File: src/rtl/twb_rcv_pkg.sv
package twb_rcv_pkg;

  typedef enum logic [2:0] {
    ST_IDLE  = 3'd0,
    ST_LOW   = 3'd1,
    ST_HIGH  = 3'd2,
    ST_START = 3'd3,
    ST_STOP  = 3'd4
  } rcv_state_t;

  function automatic int unsigned bits_for(input int unsigned n);
    return (n > 1) ? $clog2(n) : 1;
  endfunction

endpackage

File: src/rtl/twb_rcv_phase_timer.sv
module twb_rcv_phase_timer
  import twb_rcv_pkg::*;
#(
  parameter int unsigned PHASE_CLKS = 4
) (
  input  logic clk,
  input  logic rst_n,
  input  logic load,
  output logic first,
  output logic last
);
  localparam int unsigned TW = bits_for(PHASE_CLKS);
  localparam logic [TW-1:0] TOP = TW'(PHASE_CLKS - 1);

  logic [TW-1:0] cnt_q;

  // Counts down from TOP to zero; the owner reloads it at each phase change.
  always_ff @(posedge clk) begin
    if (!rst_n) begin
      cnt_q <= '0;
    end else if (load) begin
      cnt_q <= TOP;
    end else if (cnt_q != '0) begin
      cnt_q <= cnt_q - 1'b1;
    end
  end

  assign first = (cnt_q == TOP);
  assign last  = (cnt_q == '0);
endmodule

File: src/rtl/twb_rcv_pulse_cnt.sv
module twb_rcv_pulse_cnt
  import twb_rcv_pkg::*;
#(
  parameter int unsigned MAX_PULSES = 9
) (
  input  logic clk,
  input  logic rst_n,
  input  logic clear,
  input  logic inc,
  output logic at_max
);
  localparam int unsigned CW = bits_for(MAX_PULSES + 1);
  localparam logic [CW-1:0] LIMIT = CW'(MAX_PULSES);

  logic [CW-1:0] cnt_q;

  always_ff @(posedge clk) begin
    if (!rst_n || clear) begin
      cnt_q <= '0;
    end else if (inc && cnt_q != LIMIT) begin
      cnt_q <= cnt_q + 1'b1;
    end
  end

  assign at_max = (cnt_q == LIMIT);
endmodule

File: src/rtl/twb_rcv_fsm.sv
module twb_rcv_fsm
  import twb_rcv_pkg::*;
(
  input  logic clk,
  input  logic rst_n,
  input  logic req,
  input  logic sda_in,
  input  logic ph_first,
  input  logic ph_last,
  input  logic at_max,
  output logic ph_load,
  output logic cnt_clear,
  output logic cnt_inc,
  output logic scl_pull,
  output logic sda_pull,
  output logic done,
  output logic fail,
  output logic idle
);
  rcv_state_t st_q, st_d;
  logic seen_q;
  logic sda_now;
  logic done_d, fail_d;
  logic done_q, fail_q;

  // When a phase is one clock long, the sample and the decision share an edge.
  assign sda_now = ph_first ? sda_in : seen_q;

  always_comb begin
    st_d      = st_q;
    ph_load   = 1'b0;
    cnt_clear = 1'b0;
    cnt_inc   = 1'b0;
    done_d    = 1'b0;
    fail_d    = 1'b0;
    unique case (st_q)
      ST_IDLE: begin
        if (req) begin
          st_d      = ST_LOW;
          ph_load   = 1'b1;
          cnt_clear = 1'b1;
        end
      end
      ST_LOW: begin
        if (ph_last) begin
          st_d    = ST_HIGH;
          ph_load = 1'b1;
          cnt_inc = 1'b1;
        end
      end
      ST_HIGH: begin
        if (ph_last) begin
          if (sda_now) begin
            st_d    = ST_START;
            ph_load = 1'b1;
          end else if (at_max) begin
            st_d   = ST_IDLE;
            fail_d = 1'b1;
          end else begin
            st_d    = ST_LOW;
            ph_load = 1'b1;
          end
        end
      end
      ST_START: begin
        if (ph_last) begin
          st_d    = ST_STOP;
          ph_load = 1'b1;
        end
      end
      ST_STOP: begin
        if (ph_last) begin
          st_d   = ST_IDLE;
          done_d = 1'b1;
        end
      end
      default: st_d = ST_IDLE;
    endcase
  end

  always_ff @(posedge clk) begin
    if (!rst_n) begin
      st_q   <= ST_IDLE;
      seen_q <= 1'b0;
      done_q <= 1'b0;
      fail_q <= 1'b0;
    end else begin
      st_q   <= st_d;
      done_q <= done_d;
      fail_q <= fail_d;
      if (st_q == ST_HIGH && ph_first) begin
        seen_q <= sda_in;
      end
    end
  end

  assign scl_pull = (st_q == ST_LOW);
  assign sda_pull = (st_q == ST_START);
  assign done     = done_q;
  assign fail     = fail_q;
  assign idle     = (st_q == ST_IDLE);
endmodule

File: src/rtl/twb_recover.sv
module twb_recover
  import twb_rcv_pkg::*;
#(
  parameter int unsigned PHASE_CLKS = 4,
  parameter int unsigned MAX_PULSES = 9
) (
  input  logic clk,
  input  logic rst_n,
  input  logic recover_req,
  input  logic sda_sense,
  output logic scl_pull,
  output logic sda_pull,
  output logic done,
  output logic fail
);
  logic ph_load, ph_first, ph_last;
  logic cnt_clear, cnt_inc, at_max;
  logic fsm_idle;

  twb_rcv_phase_timer #(.PHASE_CLKS(PHASE_CLKS)) u_timer (
    .clk   (clk),
    .rst_n (rst_n),
    .load  (ph_load),
    .first (ph_first),
    .last  (ph_last)
  );

  twb_rcv_pulse_cnt #(.MAX_PULSES(MAX_PULSES)) u_pulses (
    .clk    (clk),
    .rst_n  (rst_n),
    .clear  (cnt_clear),
    .inc    (cnt_inc),
    .at_max (at_max)
  );

  twb_rcv_fsm u_fsm (
    .clk       (clk),
    .rst_n     (rst_n),
    .req       (recover_req),
    .sda_in    (sda_sense),
    .ph_first  (ph_first),
    .ph_last   (ph_last),
    .at_max    (at_max),
    .ph_load   (ph_load),
    .cnt_clear (cnt_clear),
    .cnt_inc   (cnt_inc),
    .scl_pull  (scl_pull),
    .sda_pull  (sda_pull),
    .done      (done),
    .fail      (fail),
    .idle      (fsm_idle)
  );
endmodule

File: config.mk
export PLATFORM = sky130hd
export DESIGN_NAME = twb_recover
export DESIGN_NICKNAME = d
export VERILOG_FILES = /design/src/rtl/twb_rcv_pkg.sv /design/src/rtl/twb_rcv_phase_timer.sv /design/src/rtl/twb_rcv_pulse_cnt.sv /design/src/rtl/twb_rcv_fsm.sv /design/src/rtl/twb_recover.sv
export SDC_FILE = /design/constraint.sdc
export NUM_CORES = 1
export LEC_CHECK = 0
export CORE_MARGIN = 10
export CORE_UTILIZATION = 30
export CTS_CLUSTER_DIAMETER = 100
export DETAILED_ROUTE_END_ITERATION = 6
export GPL_TIMING_DRIVEN = 0
export PLACE_DENSITY_LB_ADDON = 0.05
export SYNTH_ARGS = -nofsm -noshare
export SYNTH_HDL_FRONTEND = slang
export SYNTH_HIERARCHICAL = 1
export SYNTH_SLANG_ARGS = --single-unit
File: constraint.sdc
create_clock -name clk -period 1.7 [get_ports clk]
set_clock_uncertainty 0.1 [all_clocks]
set_input_delay 0.34 -clock clk [delete_from_list [all_inputs] [get_ports clk]]
set_output_delay 0.34 -clock clk [all_outputs]
set_load 0.02 [all_outputs]
### Yosys cells after proc, flatten, opt, wreduce, memory -nomap -nowiden

Cells that the tools add are included.
Widths: inputs -> output; s select.

* reductions and logical operators: 12
* add/sub/neg operators: 2
* muxes and demuxes: 20
* bitwise gates (word level): 3
* equality and inequality tests: 12

Operators by type and width (count)
* $mux 3: 6
* $pmux 3 s5: 1
* $mux 1: 10
* $eq 3x2->1 const B: 2
* $ne 2x2->1 const B: 3
* $reduce_and 5->1: 1
* $add 4x1->4 const B: 1
* $eq 4x4->1 const B: 1
* $mux 2: 2
* $ne 2x1->1 const B: 2
* $ne 4x4->1 const B: 1
* $reduce_bool 2->1: 2
* $reduce_or 4->1: 1
* $eq 3x1->1 const B: 1
* $eq 3x3->1 const B: 1
* $logic_not 3->1: 1
* $not 1->1: 3
* $pmux 1 s3: 1
* $eq 2x2->1 const B: 1
* $logic_and 1x1->1: 2
* $logic_not 2->1: 1
* $reduce_and 2->1: 1
* $reduce_or 2->1: 1
* $sub 2x1->2 const B: 1
* 2 further kinds: 2

* input port bits: 4
* logic and storage cells: 55
* register bits: 12
* output and inout bits: 4

### Longest topological paths before layout

Gate-level depths: netlist (run 1).

* word-level depth: 6
* depth in mapped cells: 7
* gate-level depth less buffers: 7

### By module

Netlist (run 1), hierarchy kept.

Modules (own cells, without submodules)
* twb_rcv_fsm: cells an instance 40, sequential area each 120.1 sq um, times used 1, area an instance 337.8 sq um
* twb_rcv_pulse_cnt: cells an instance 24, sequential area each 80.1 sq um, times used 1, area an instance 222.7 sq um
* twb_rcv_phase_timer: cells an instance 10, sequential area each 40.0 sq um, times used 1, area an instance 106.4 sq um

### Worst setup path before layout (run 1)

No wires, ideal clock.

* kind: register -> register
* start point: reg u_timer.cnt_q[0]
* end point: reg u_pulses.cnt_q[2]
* setup time: 66 ps
* path buffers: 0
* setup slack: -104 ps
* cell stages (with the launch flop): 8
* period minus slack after synthesis: 1804 ps
* arrival time: 1638 ps
* data required time: 1534 ps
* cell sequence: dfxtp_1 > inv_1 > ha_1 > and2b_1 > nor2b_1 > nand2_1 > or3b_1 > a21oi_2

* cells in the longest elaborated chain, start to end: 4

RTL lines
* from (decl): line twb_rcv_phase_timer.sv:15 `logic [TW-1:0] cnt_q;`
* from (signal assigned): line twb_rcv_phase_timer.sv:24 `cnt_q <= cnt_q - 1'b1;`
* $logic_not 2->1: line twb_rcv_phase_timer.sv:29 `assign last = (cnt_q == '0);`
* net ph_last: line twb_recover.sv:16 `logic ph_load, ph_first, ph_last;`
* $mux 1: line twb_rcv_fsm.sv:45 `if (ph_last) begin`
* $mux 1: line twb_rcv_fsm.sv:36 `unique case (st_q)`
* net cnt_inc: line twb_recover.sv:17 `logic cnt_clear, cnt_inc, at_max;`
* $logic_and 1x1->1: line twb_rcv_pulse_cnt.sv:20 `end else if (inc && cnt_q != LIMIT) begin`
* to (signal assigned): line twb_rcv_pulse_cnt.sv:21 `cnt_q <= cnt_q + 1'b1;`
* to (decl): line twb_rcv_pulse_cnt.sv:15 `logic [CW-1:0] cnt_q;`

The timed path passes the listed nets, and every way through them passes these cells.
A chain may end at the register's enable or synchronous reset.

### Worst setup path in the final report (run 1)

* start point: reg u_fsm.done_q (netlist: u_fsm/done)
* end point: out done

RTL lines
* from (decl): line twb_rcv_fsm.sv:24 `logic done_q, fail_q;`
* from (signal assigned): line twb_rcv_fsm.sv:89 `done_q <= done_d;`
* to (decl): line twb_recover.sv:13 `output logic done,`

No word-level cell between the ends.

==> flow_summary.ini, run 1 <==
[placed_design]
dpl_worst_slack_ns = -0.136
dp.cells = 107
gp_congestion = 0.778
placed_area_sq_um = 771
port_buffers = 7
hpwl_um = 983

[setup_path]
crit_family = buffers and inverters
cp.arrival_ns = 1.18
cp.required_ns = 1.26
reg2reg_slack_ns = 0.09
end_kind = primary output
cp_slowest_cell = clkdlybuf4s50_1
path_buf_inv = 1
worstPathMaxFanout = 1
path_cells = clkdlybuf4s50_1
max_stage_delay_ns = 0.60
crit_start = u_fsm/done
critPathKind = reg2out
r2r-start = u_timer/cnt_q[0]
reg2reg_depth = 7
crit_path_start_kind = flop
r2r-end = u_pulses/cnt_q[2]

[final_layout]
layout-drive-gt1-share_pct = 27.3
fin_util_pct = 42.5
design_area_sq_um = 858
syn2layout_area_growth_pct = 29.7
multi_input_area_sq_um = 410
register_area_sq_um = 243
final_common_cell = dfxtp_1
antenna_cells = 0
final_cell_mix = 10 x dfxtp_1, 7 x a21oi_1, 5 x clkdlybuf4s50_1, 5 x nor2_1
nets = 97
num-fill-cells = 203
final-instance-count-excl-fill = 115

[floorplan]
coreArea_sq_um = 2020
dieArea_sq_um = 4480
io-pin-count = 8
dieHeight_um = 67.0
start_util_pct = 32.7
row_count = 16
die_w_um = 67.0

[clocking]
clk_latency_ns = 0.27
path_clk_slew_ns = 0.08
clock-root-buffer = clkbuf_4
cts_buffers = 3
clock-sinks = 12
clock_path_buffers = 2
cts_tree = yes
htreeDepth = 1
hold_buffers = 0

[power_and_ir_drop]
p_int_uw = 673
p_seq_share_pct = 35.1
switching_power_uw = 332
ir_drop_uv = 574
clkPwrFrac_pct = 23.2
combPwrFrac_pct = 41.7
p_per_area_nw_per_um2 = 1170
p_leak_nw = 0.371
sw_frac_of_total_pct = 33.0
p_total_mw = 1.00

[global_route]
antenna_found_initial = 0
overflow = 0
track_usage_pct = 7.00
grt_pass1_wl_um = 2360
grt_max_degree = 10
grt_pass1_vias = 514

[worst_hold_path]
min_delay_worst_endpoint = u_pulses/cnt_q[2]
worstHoldPathCells = 2
min-delay-start = u_pulses/cnt_q[2]
min_path_type = reg2reg

[route]
wl_per_cell_um = 12.3
route.detailed.drc = 0
wirelength_um = 1410
vias = 546
drtIter0Drc = 6
via_per_inst = 4.75
ant_nets = 0
drt_first_pass_iters = 4

[sta]
tightest_slew_ns = 0.313
hold_viol_final = 0
min_period_ns = 1.62
rsz0062_at_grt = no
post-route-period-util_pct = 95.5
hold_ws_ns = 0.414
fin_tns_setup_ns = 0
fin_ws_ns = 0.0771
max_freq_ghz = 0.616
relSlewSlack_pct = 78.5
maxSlewViolCount = 0
setup_viol = 0

[synth]
synthCells = 73
syn-num-nets = 81
yosys_warnings = 6
syn_area_sq_um = 662
syn_area_per_cell_sq_um = 9.07

[outcome]
outcome = complete, no violations

[run]
max_cap_viol_count = 0
==> state kept, by name, indices dropped and copies added (netlist names) <==
register / count
u_pulses/cnt_q: 4
u_fsm/st_q: 3
u_timer/cnt_q: 2
u_fsm/done: 1
u_fsm/fail: 1
u_fsm/seen_q: 1
==> layout make-up <==
cell class              instances  share of cell area [%]
multi-input cells              53                    47.8
flip-flops and latches         12                    28.3
repair buffers                 11                    11.2
clock buffers                   4                    4.23
well taps                      27                    3.94
inverters                       6                    2.62
plain buffers                   2                    1.90
==> per-layer routing <==
layer,vias to the layer above,global-route usage (%),routed length [um]
li1,281,-,-
met1,252,8.20,668
met2,11,10.1,653
met3,2,3.68,82
met4,0,3.59,9
met5,-,0,0
==> power by group through the flow <==
stage | Clock, mW | Combinational (mW) | Sequential [mW]
after floorplan | 0 | 0.252 | 0.345
after global placement | 0 | 0.321 | 0.350
after detailed placement | 0 | 0.319 | 0.351
after CTS | 0.247 | 0.363 | 0.348
after global routing | 0.262 | 0.460 | 0.358
final | 0.233 | 0.419 | 0.353
==> worst max path at each step <==
stage,cells past startpoint,to,slack [ns]
after floorplan,7,u_pulses/cnt_q[2],0.03
after global placement,7,u_pulses/cnt_q[2],-0.13
after detailed placement,7,u_pulses/cnt_q[2],-0.14
after CTS,3,sda_pull,0.007
after global routing,7,u_pulses/cnt_q[2],0.01
final,1,done,0.08
==> repair_timing <==
action | in CTS | in global routing
buffers inserted | 1 | 3
gates resized for setup | 10 | 5
setup endpoints to repair | 3 | 4
Note: power is estimated with default switching activity, not from simulation.
==> run 2, diff against run 1 <==
--- a/config.mk
+++ b/config.mk
@@ -10,6 +10,7 @@
 export CTS_CLUSTER_DIAMETER = 100
 export DETAILED_ROUTE_END_ITERATION = 6
 export GPL_TIMING_DRIVEN = 0
+export HOLD_SLACK_MARGIN = 0.08
 export PLACE_DENSITY_LB_ADDON = 0.05
 export SYNTH_ARGS = -nofsm -noshare
 export SYNTH_HDL_FRONTEND = slang
==> results of run 2 <==
Same layout as run 1: the final DEF is identical, and so are final timing and power.
==> run 3, diff against run 2 <==
--- a/config.mk
+++ b/config.mk
@@ -5,13 +5,14 @@
 export SDC_FILE = /design/constraint.sdc
 export NUM_CORES = 1
 export LEC_CHECK = 0
+export CAP_MARGIN = 20
 export CORE_MARGIN = 10
 export CORE_UTILIZATION = 30
+export CTS_BUF_LIST = sky130_fd_sc_hd__clkbuf_4 sky130_fd_sc_hd__clkbuf_8
 export CTS_CLUSTER_DIAMETER = 100
 export DETAILED_ROUTE_END_ITERATION = 6
 export GPL_TIMING_DRIVEN = 0
 export HOLD_SLACK_MARGIN = 0.08
-export PLACE_DENSITY_LB_ADDON = 0.05
 export SYNTH_ARGS = -nofsm -noshare
 export SYNTH_HDL_FRONTEND = slang
 export SYNTH_HIERARCHICAL = 1
==> flow_summary.ini, run 3 (synthesis results as in run 1) <==
[outcome]
outcome = complete, no violations

[route]
wl_per_cell_um = 12.1
via_per_inst = 4.62
ant_nets = 0
wirelength_um = 1380
drtIter0Drc = 29
route.detailed.drc = 0
drt_first_pass_iters = 4
vias = 527

[final_layout]
largest_reg_flops = 4
final-instance-count-excl-fill = 114
reg_top3 = u_pulses/cnt_q: 4 flops, u_fsm/st_q: 3 flops, u_timer/cnt_q: 2 flops
final_common_cell = dfxtp_1
antenna_cells = 0
fin_util_pct = 41.6
nets = 96
num-fill-cells = 210
syn2layout_area_growth_pct = 27.0
top_register = u_pulses/cnt_q
final_cell_mix = 12 x dfxtp_1, 7 x a21oi_1, 5 x clkdlybuf4s50_1, 5 x nor2_1, 5 x inv_1
layout-drive-gt1-share_pct = 23.0
design_area_sq_um = 841

[floorplan]
dieHeight_um = 67.0
dieArea_sq_um = 4480
coreArea_sq_um = 2020
die_w_um = 67.0
io-pin-count = 8
row_count = 16
start_util_pct = 32.7

[sta]
rsz0062_at_grt = no
tightest_slew_ns = 0.296
maxSlewViolCount = 0
max_freq_ghz = 0.614
setup_viol = 0
post-route-period-util_pct = 95.8
relSlewSlack_pct = 80.2
hold_viol_final = 0
min_period_ns = 1.63
hold_ws_ns = 0.411

[worst_hold_path]
min_path_type = reg2reg

[placed_design]
gp_congestion = 0.747
dp.cells = 107
placed_area_sq_um = 771
port_buffers = 7
hpwl_um = 916

[clocking]
clk_latency_ns = 0.27
path_clk_slew_ns = 0.08
clock-root-buffer = clkbuf_4
cts_tree = yes
cts_buffers = 3
htreeDepth = 1
clock_path_buffers = 2
clock-sinks = 12

[global_route]
grt_pass1_wl_um = 2110
grt_max_degree = 10
track_usage_pct = 6.16
grt_pass1_vias = 489
overflow = 0
antenna_found_initial = 0

[power_and_ir_drop]
p_leak_nw = 0.366
ir_drop_uv = 344
p_per_area_nw_per_um2 = 1170
p_total_uw = 983

[setup_path]
worstPathMaxFanout = 8
reg2reg_slack_ns = 0.07
cp.required_ns = 1.26
cp_slowest_cell = dfxtp_1
end_kind = primary output
crit_path_start_kind = flop
cp.arrival_ns = 1.19
path_cells = nand2b_2, nor2_1, buf_2
max_stage_delay_ns = 0.38
critPathKind = reg2out

[run]
max_cap_viol_count = 0
## run 3: what timing repair did
action | in CTS | in global routing
setup endpoints to repair | 3 | 4
setup buffers | 1 | 2
hold endpoints to repair | 0 | 0
resized for setup | 11 | 1
hold buffers | 0 | 0
## run 3: final cells by class
cell class	instances	area [sq um]	area share (%)
Timing Repair Buffer	10	82.6	9.82
Tap cell	27	33.8	4.02
Clock buffer	4	36.3	4.32
Sequential cell	12	240	28.6
Multi-Input combinational cell	53	409	48.7
Inverter	6	22.5	2.68
Buffer	2	16.3	1.93
## run 3: critical path: cells and delay by family, from the launching register on
kind,cells,cell delay [ns]
buffers and inverters,1,0.17
DFF,1,0.38
and+or+nand+nor,2,0.36
## run 3: report_power, final
| part | switching, mW | internal [mW] |
|---|---|---|
| registers | 0.0275 | 0.317 |
| clock network | 0.101 | 0.130 |
| logic | 0.202 | 0.206 |
## run 3: final timing paths
kind,start,end,depth (start not counted)
max,u_fsm/st_q[2],scl_pull,3
min,u_pulses/cnt_q[2],u_pulses/cnt_q[2],2
max reg2reg,u_timer/cnt_q[0],u_pulses/cnt_q[2],7
min reg2reg,u_pulses/cnt_q[2],u_pulses/cnt_q[2],2
## run 3: layer usage
layer | wire [um] | vias up | GRT usage [%]
met3 | 62 | 2 | 1.51
met4 | 34 | 0 | 5.38
li1 | - | 279 | -
met1 | 670 | 233 | 6.89
met5 | 0 | - | 0
met2 | 616 | 13 | 9.48
## run 3: stage by stage
| step | setup slack [ns] | setup TNS, ns |
|---|---|---|
| after global placement | -0.0960 | -0.254 |
| after global routing | 0.00491 | 0 |
| final | 0.0722 | 0 |
| after detailed placement | -0.128 | -0.345 |
| after CTS | 0.0349 | 0 |
| after floorplan | 0.0299 | 0 |
